File: config.mk
export PLATFORM = sky130hd
export DESIGN_NAME = lpm_clk_ctrl
export DESIGN_NICKNAME = d
export VERILOG_FILES = /design/src/rtl/lpm_clk_pkg.sv /design/src/rtl/lpm_clk_gate.sv /design/src/rtl/lpm_wake_arb.sv /design/src/rtl/lpm_mode_ctx.sv /design/src/rtl/lpm_clk_ctrl.sv
export SDC_FILE = /design/constraint.sdc
export NUM_CORES = 1
export LEC_CHECK = 0
export BUFFER_PORTS_ARGS = -buffer_cell sky130_fd_sc_hd__buf_2
export CORE_MARGIN = 2
export CORE_UTILIZATION = 30
export CTS_CLUSTER_SIZE = 25
export DETAILED_ROUTE_END_ITERATION = 6
export GPL_ROUTABILITY_DRIVEN = 0
export HOLD_SLACK_MARGIN = 0.08
export PLACE_DENSITY_LB_ADDON = 0.2
export SLEW_MARGIN = 5
export SYNTH_ARGS = -nofsm -noshare
export SYNTH_HDL_FRONTEND = slang
export SYNTH_SLANG_ARGS = --single-unit
File: constraint.sdc
create_clock -name clk_i -period 1.5 [get_ports clk_i]
set_input_delay 0.3 -clock clk_i [delete_from_list [all_inputs] [get_ports clk_i]]
set_output_delay 0.3 -clock clk_i [all_outputs]
set_load 0.03 [all_outputs]
File: src/rtl/lpm_clk_pkg.sv
package lpm_clk_pkg;
  localparam int MODE_W  = 4;
  localparam int NUM_OSC = 2;
  // mode bit positions, decoded by software
  localparam int B_CPU  = 0;
  localparam int B_SUB  = 1;
  localparam int B_FOSC = 2;
  localparam int B_XOSC = 3;

  typedef logic [MODE_W-1:0] mode_t;

  // bits forced clear on handler entry; fast osc stop bit survives
  localparam mode_t ENTRY_CLR = mode_t'((1 << B_CPU) | (1 << B_SUB) | (1 << B_XOSC));

  function automatic int osc_off_bit(int idx);
    return (idx == 0) ? B_FOSC : B_XOSC;
  endfunction
endpackage

File: src/rtl/lpm_clk_gate.sv
module lpm_clk_gate
  import lpm_clk_pkg::*;
#(
  parameter int SRC_W     = 2,
  parameter int FOSC_CODE = 0,
  parameter int XOSC_CODE = 1
) (
  input  logic             clk_i,
  input  logic             rst_ni,
  input  mode_t            mode_i,
  input  logic [SRC_W-1:0] mclk_src_i,
  input  logic [SRC_W-1:0] smclk_src_i,
  input  logic             aclk_xtal_i,
  output logic             mclk_en_o,
  output logic             smclk_en_o,
  output logic [NUM_OSC-1:0] osc_en_o,
  output logic             aclk_en_o
);
  assign mclk_en_o  = !mode_i[B_CPU];
  assign smclk_en_o = !mode_i[B_SUB];

  for (genvar g = 0; g < NUM_OSC; g++) begin : g_osc
    localparam logic [SRC_W-1:0] CODE  = (g == 0) ? SRC_W'(FOSC_CODE) : SRC_W'(XOSC_CODE);
    localparam int               OFF_B = osc_off_bit(g);
    logic used_by_m, used_by_s;
    assign used_by_m   = mclk_en_o  && (mclk_src_i  == CODE);
    assign used_by_s   = smclk_en_o && (smclk_src_i == CODE);
    assign osc_en_o[g] = !mode_i[OFF_B] || used_by_m || used_by_s;
  end

  assign aclk_en_o = aclk_xtal_i ? osc_en_o[1] : 1'b1;

  assert_fosc_demand_R4: assert property (@(posedge clk_i) disable iff (!rst_ni)
    (!mode_i[B_CPU] && mclk_src_i == SRC_W'(FOSC_CODE)) |-> osc_en_o[0]);
  assert_xosc_demand_R5: assert property (@(posedge clk_i) disable iff (!rst_ni)
    (!mode_i[B_SUB] && smclk_src_i == SRC_W'(XOSC_CODE)) |-> osc_en_o[1]);
  assert_aclk_follow_R5: assert property (@(posedge clk_i) disable iff (!rst_ni)
    aclk_xtal_i |-> (aclk_en_o == osc_en_o[1]));
endmodule

File: src/rtl/lpm_wake_arb.sv
module lpm_wake_arb
  import lpm_clk_pkg::*;
(
  input  logic               irq_i,
  input  logic               nmi_i,
  input  logic               in_handler_i,
  input  logic [NUM_OSC-1:0] osc_en_i,
  output logic               take_o
);
  logic deep;
  // no running oscillator: maskable sources have no clock to raise requests
  assign deep   = ~|osc_en_i;
  assign take_o = !in_handler_i && (nmi_i || (irq_i && !deep));
endmodule

File: src/rtl/lpm_mode_ctx.sv
module lpm_mode_ctx
  import lpm_clk_pkg::*;
(
  input  logic  clk_i,
  input  logic  rst_ni,
  input  logic  take_i,
  input  logic  wr_en_i,
  input  mode_t wr_bits_i,
  input  logic  save_wr_en_i,
  input  mode_t save_wr_bits_i,
  input  logic  ret_i,
  output mode_t mode_o,
  output mode_t saved_o,
  output logic  in_handler_o,
  output logic  ack_o
);
  mode_t mode_q, saved_q, cur_bits, ret_bits;
  logic  inh_q, ack_q;

  // a same-cycle write is what gets stacked
  assign cur_bits = wr_en_i ? wr_bits_i : mode_q;
  assign ret_bits = save_wr_en_i ? save_wr_bits_i : saved_q;

  always_ff @(posedge clk_i or negedge rst_ni) begin
    if (!rst_ni) begin
      mode_q  <= '0;
      saved_q <= '0;
      inh_q   <= 1'b0;
      ack_q   <= 1'b0;
    end else if (take_i) begin
      saved_q <= cur_bits;
      mode_q  <= cur_bits & ~ENTRY_CLR;
      inh_q   <= 1'b1;
      ack_q   <= 1'b1;
    end else begin
      ack_q <= 1'b0;
      if (inh_q && ret_i) begin
        mode_q <= ret_bits;
        inh_q  <= 1'b0;
      end else if (wr_en_i) begin
        mode_q <= wr_bits_i;
      end
      if (inh_q && save_wr_en_i) saved_q <= save_wr_bits_i;
    end
  end

  assign mode_o       = mode_q;
  assign saved_o      = saved_q;
  assign in_handler_o = inh_q;
  assign ack_o        = ack_q;

  assert_entry_wake_R6: assert property (@(posedge clk_i) disable iff (!rst_ni)
    take_i |=> (!mode_q[B_CPU] && !mode_q[B_SUB] && !mode_q[B_XOSC] && inh_q && ack_q));
  assert_fosc_kept_R6: assert property (@(posedge clk_i) disable iff (!rst_ni)
    take_i |=> (mode_q[B_FOSC] == saved_q[B_FOSC]));
  assert_ack_pulse_R6: assert property (@(posedge clk_i) disable iff (!rst_ni)
    ack_q |=> !ack_q);
  assert_ret_restore_R9: assert property (@(posedge clk_i) disable iff (!rst_ni)
    (inh_q && ret_i && !save_wr_en_i) |=> (mode_q == $past(saved_q) && !inh_q));
  assert_saved_frozen_R12: assert property (@(posedge clk_i) disable iff (!rst_ni)
    (!save_wr_en_i && !take_i) |=> $stable(saved_q));
endmodule

File: src/rtl/lpm_clk_ctrl.sv
module lpm_clk_ctrl
  import lpm_clk_pkg::*;
#(
  parameter int SRC_W     = 2,
  parameter int FOSC_CODE = 0,
  parameter int XOSC_CODE = 1
) (
  input  logic             clk_i,
  input  logic             rst_ni,
  input  logic             wr_en_i,
  input  logic [3:0]       wr_bits_i,
  input  logic             save_wr_en_i,
  input  logic [3:0]       save_wr_bits_i,
  input  logic             irq_i,
  input  logic             nmi_i,
  input  logic             ret_i,
  input  logic [SRC_W-1:0] mclk_src_i,
  input  logic [SRC_W-1:0] smclk_src_i,
  input  logic             aclk_xtal_i,
  output logic             irq_ack_o,
  output logic             in_handler_o,
  output logic [3:0]       mode_o,
  output logic [3:0]       saved_o,
  output logic             mclk_en_o,
  output logic             smclk_en_o,
  output logic             aclk_en_o,
  output logic             fosc_en_o,
  output logic             xosc_en_o
);
  mode_t              mode, saved;
  logic               take, inh, ack;
  logic [NUM_OSC-1:0] osc_en;

  lpm_mode_ctx u_ctx (
    .clk_i, .rst_ni,
    .take_i        (take),
    .wr_en_i,
    .wr_bits_i     (mode_t'(wr_bits_i)),
    .save_wr_en_i,
    .save_wr_bits_i(mode_t'(save_wr_bits_i)),
    .ret_i,
    .mode_o        (mode),
    .saved_o       (saved),
    .in_handler_o  (inh),
    .ack_o         (ack)
  );

  lpm_wake_arb u_arb (
    .irq_i, .nmi_i,
    .in_handler_i(inh),
    .osc_en_i    (osc_en),
    .take_o      (take)
  );

  lpm_clk_gate #(.SRC_W(SRC_W), .FOSC_CODE(FOSC_CODE), .XOSC_CODE(XOSC_CODE)) u_gate (
    .clk_i, .rst_ni,
    .mode_i    (mode),
    .mclk_src_i, .smclk_src_i, .aclk_xtal_i,
    .mclk_en_o, .smclk_en_o,
    .osc_en_o  (osc_en),
    .aclk_en_o
  );

  assign mode_o       = mode;
  assign saved_o      = saved;
  assign in_handler_o = inh;
  assign irq_ack_o    = ack;
  assign fosc_en_o    = osc_en[0];
  assign xosc_en_o    = osc_en[1];

  assert_deep_ignore_R10: assert property (@(posedge clk_i) disable iff (!rst_ni)
    (!inh && !fosc_en_o && !xosc_en_o && irq_i && !nmi_i) |=> !irq_ack_o);
  assert_no_nest_R11: assert property (@(posedge clk_i) disable iff (!rst_ni)
    (inh && !ret_i) |=> !irq_ack_o);
endmodule

==> results.md <==
* Power per cell area at 1280 nW/um2
* CP peak stage delay at 0.40 ns
* Net count of the mapped netlist at 83
* Yosys cell types at 23
* First-pass DRT Iterations at 4
* Maximum buffer depth of the clock tree at 2
* Std cell rows at 16
* Routed WL at 1.47 mm
* Clock skew at 0.0121 ns
* Gate count of the mapped netlist at 63
* Cell internal power dissipation at 686 uW
* Worst r2r path cells at 5
* Class of the tightest hold or removal check: in -> reg
* Arrival time at the worst endpoint at 1.27 ns
* Upper clock frequency limit at 636 MHz
* Relative area change from synthesis to final layout at 45.9%
* Vias per cell at 4.63
* Area inside the core boundary at 1980 um2
* Antenna Diode Count at 0
* Critical path endpoint category: output port
* End of the worst hold path: u_ctx.in_handler_o$_DFFE_PN0P_
* Maximum number of pins on one net before global-route repair at 16
* Post-layout net count at 122
* Post-route minimum period at 1.57 ns
* Post-synthesis instance area at 636 um2
* Clock-pin slew reported for the worst setup and hold paths after clock tree synthesis at 0.08 ns
* Die boundary height at 50.0 um
* First-iteration detailed-routing DRC count at 6
* Inserted Clock Buffers at 3
* Sum of negative setup slack at -0.103 ns
* Sequential group share of total power at 31.7%
* Net Sw Frac at 42.0%
* Final Non-Filler Cells at 128
* Grt ovf at 0
* Final hold violations at 0
* Maximum Capacitance Violations at 0
* Crit path cell chain: or3_1, o311ai_2, buf_4
* Peak supply drop at 0.482 mV
* Total number of H-tree levels at 1
* Final setup viols at 2
* Run status: finished, violations left
* Wire length of the first global-routing pass at 2.30 mm
* DIE WIDTH at 50.0 um
* Global-route usage over all layers at 12.6%
* Pins Over Slew Limit at 0
* Min-delay src: ret_i
* Full die area at 2500 um2
* Antenna viol nets, final at 0
* Share of post-route cells with drive strength above 1 at 53.5%
* Register area share after synthesis at 39.4%
* Least-Margin Pin Slew at 0.382 ns
* Slack of the critical path at -0.0729 ns
* Clk sinks at 10
* Worst slew margin at 74.4%
* Remaining DRCs at 0
* Failing checks: setup timing
* R2r startpoint: u_ctx.mode_o[0]$_DFF_PN0_
* Flip-flop and latch count after synthesis at 10
* Hpwl dp at 1.10 mm
* WL/cell at 11.5 um
* Gate power share at 46.5%
* Number of buffers and inverters on the critical path at 1
* Portion of total power attributed to the clock network at 21.9%
* Data required, critical path at 1.20 ns
* Mean instance size in the synthesized netlist at 10.1 um2
* Unrepaired setup endpoints after global routing: yes
* Setup Crit Path Kind: reg -> out
* Peak fanout along the critical path at 3
* Post-Place Cells at 121
* Reg-to-Reg End: u_ctx.saved_o[1]$_DFFE_PN0P_
* Standard cell with the maximum stage delay on the critical path: sky130_fd_sc_hd__dfrtp_1
* Via count of the first global-routing pass at 510
* Starting density of the core at 32.1%
* Buffers added on ports at 34
* Later-pin clock latency in the skew report at 0.28 ns
* Ports placed on the boundary at 35
* Clock tree from TritonCTS: yes
* Lkg Pwr at 0.000485 uW
* Switching pwr at 496 uW
* Vias after detailed routing at 592
* Reg2Reg Setup Slack at 0.10 ns
* Family of cells with the greatest summed delay on the critical path: flip-flops
* Tcrit/Tclk final at 105%
* Number of antenna violations at the first check in global routing at 0
* Worst setup SP type: flop
* Root buffer selected by CTS: sky130_fd_sc_hd__clkbuf_4
* Ys Warns at 0
* Instance count along the most critical hold path at 2
repair_timing:
action | 4_1_cts | 5_1_grt
gates resized for setup | 5 | 5
endpoints found under the setup margin | 3 | 7
buffers inserted | 1 | 2
pin swaps | 2 | 3
hold endpoints to repair | 10 | 0
hold buffers | 1 | 0
Yosys cell counts:
cell type | number | area share, %
sky130_fd_sc_hd__o32a_1 | 1 | 1.6
sky130_fd_sc_hd__o21ai_2 | 3 | 4.1
sky130_fd_sc_hd__nand2b_1 | 1 | 0.98
sky130_fd_sc_hd__mux2i_1 | 12 | 19
sky130_fd_sc_hd__o21ai_1 | 3 | 2.4
sky130_fd_sc_hd__nand2_1 | 7 | 4.1
sky130_fd_sc_hd__or3_1 | 1 | 0.98
sky130_fd_sc_hd__nand3_1 | 1 | 0.79
sky130_fd_sc_hd__buf_6 | 1 | 1.8
sky130_fd_sc_hd__dfrtp_1 | 10 | 39
sky130_fd_sc_hd__o311ai_1 | 1 | 1.4
sky130_fd_sc_hd__buf_2 | 1 | 0.79
sky130_fd_sc_hd__mux2_2 | 1 | 1.8
sky130_fd_sc_hd__inv_1 | 2 | 1.2
sky130_fd_sc_hd__nand2b_4 | 3 | 6.5
sky130_fd_sc_hd__o211ai_1 | 3 | 3.5
sky130_fd_sc_hd__mux2_1 | 1 | 1.8
sky130_fd_sc_hd__nand4_1 | 1 | 0.98
sky130_fd_sc_hd__a21oi_1 | 2 | 1.6
sky130_fd_sc_hd__a31oi_1 | 1 | 0.98
sky130_fd_sc_hd__clkbuf_1 | 3 | 1.8
sky130_fd_sc_hd__nor2_1 | 3 | 1.8
sky130_fd_sc_hd__nor2b_1 | 1 | 0.98
metrics by stage:
step	hold WS (ns)	power, uW	util [%]	setup WS [ns]	instance area, um2
final	0.317	1180	46.8	-0.0729	927
after global routing	0.322	1260	46.8	-0.141	927
after CTS	0.307	1170	45.2	-0.0856	896
after detailed placement	0.179	891	42.1	0.0699	835
after global placement	0.179	886	42.1	0.0732	835
after floorplan	0.00441	741	-	0.0640	643
placed cells by master (no fill, tap or decap):
cell	n
sky130_fd_sc_hd__nand2_1	6
sky130_fd_sc_hd__nor2_4	1
sky130_fd_sc_hd__nand2b_4	3
sky130_fd_sc_hd__o21ai_2	3
sky130_fd_sc_hd__o32a_2	1
sky130_fd_sc_hd__inv_1	2
sky130_fd_sc_hd__nand3_2	1
sky130_fd_sc_hd__mux2_2	1
sky130_fd_sc_hd__a21oi_1	2
sky130_fd_sc_hd__or3_1	1
sky130_fd_sc_hd__o211ai_1	3
sky130_fd_sc_hd__o21ai_1	3
sky130_fd_sc_hd__nor2b_1	1
sky130_fd_sc_hd__buf_4	5
sky130_fd_sc_hd__a31oi_1	1
sky130_fd_sc_hd__nor2_1	2
sky130_fd_sc_hd__mux2i_1	12
sky130_fd_sc_hd__buf_6	2
sky130_fd_sc_hd__buf_2	31
sky130_fd_sc_hd__nand4_1	1
sky130_fd_sc_hd__nand2_2	1
sky130_fd_sc_hd__clkbuf_4	3
sky130_fd_sc_hd__nand2b_1	1
sky130_fd_sc_hd__o311ai_2	1
sky130_fd_sc_hd__dlygate4sd3_1	1
sky130_fd_sc_hd__dfrtp_1	10
sky130_fd_sc_hd__clkbuf_8	1
sky130_fd_sc_hd__mux2_1	1
worst reg2reg max path, stage by stage (launching register included):
cell                      delay, ns
sky130_fd_sc_hd__dfrtp_1       0.37
sky130_fd_sc_hd__buf_4         0.13
sky130_fd_sc_hd__nor2_4        0.03
sky130_fd_sc_hd__o32a_2        0.47
sky130_fd_sc_hd__mux2i_1       0.18
sky130_fd_sc_hd__mux2i_1       0.09
cells by family after synthesis:
family                 Yosys count  synth area share, %
multiplexers                    14                 22.4
buffers and inverters            7                 5.51
AND/OR/NAND/NOR                 18                 17.1
flip-flops                      10                 39.4
AO/OA/AOI/OAI                   14                 15.6
power groups by stage:
| stage | Sequential (uW) | Combinational (uW) | Clock [uW] |
|---|---|---|---|
| 2_1_floorplan | 495 | 246 | 0 |
| 3_3_place_gp | 374 | 512 | 0 |
| 3_5_place_dp | 377 | 514 | 0 |
| 4_1_cts | 375 | 529 | 267 |
| 5_1_grt | 383 | 591 | 282 |
| 6_report | 374 | 549 | 259 |
how the worst max path moves through the flow:
| stage | from | to | depth (start not counted) |
|---|---|---|---|
| floorplan | u_ctx.mode_o[1]$_DFF_PN0_ | fosc_en_o | 1 |
| global placement | nmi_i | u_ctx.saved_o[2]$_DFFE_PN0P_ | 5 |
| detailed placement | nmi_i | u_ctx.saved_o[3]$_DFFE_PN0P_ | 5 |
| CTS | u_ctx.mode_o[0]$_DFF_PN0_ | fosc_en_o | 3 |
| global route | u_ctx.mode_o[0]$_DFF_PN0_ | fosc_en_o | 3 |
| finish | u_ctx.mode_o[0]$_DFF_PN0_ | fosc_en_o | 3 |
flip-flops by register name, summed over array words and instances (netlist names):
signal,flops
u_ctx.mode_o,4
u_ctx.saved_o,4
u_ctx.ack_o,1
u_ctx.in_handler_o,1
area by class of cell:
class	count	area, um2
timing repair buffer	39	225
tap	27	33.8
sequential	10	250
inverter	2	7.51
multi-input combinational	46	374
fill	190	1050
clock buffer	4	36.3
metal layers:
metal	share of wire (%)	vias to the layer above	track usage [%]
li1	-	300	-
met1	47	257	16.7
met2	43	30	17.1
met3	7.5	5	3.03
met4	3.1	0	9.72
met5	0	-	0
Power figures use the tool's default switching activity.
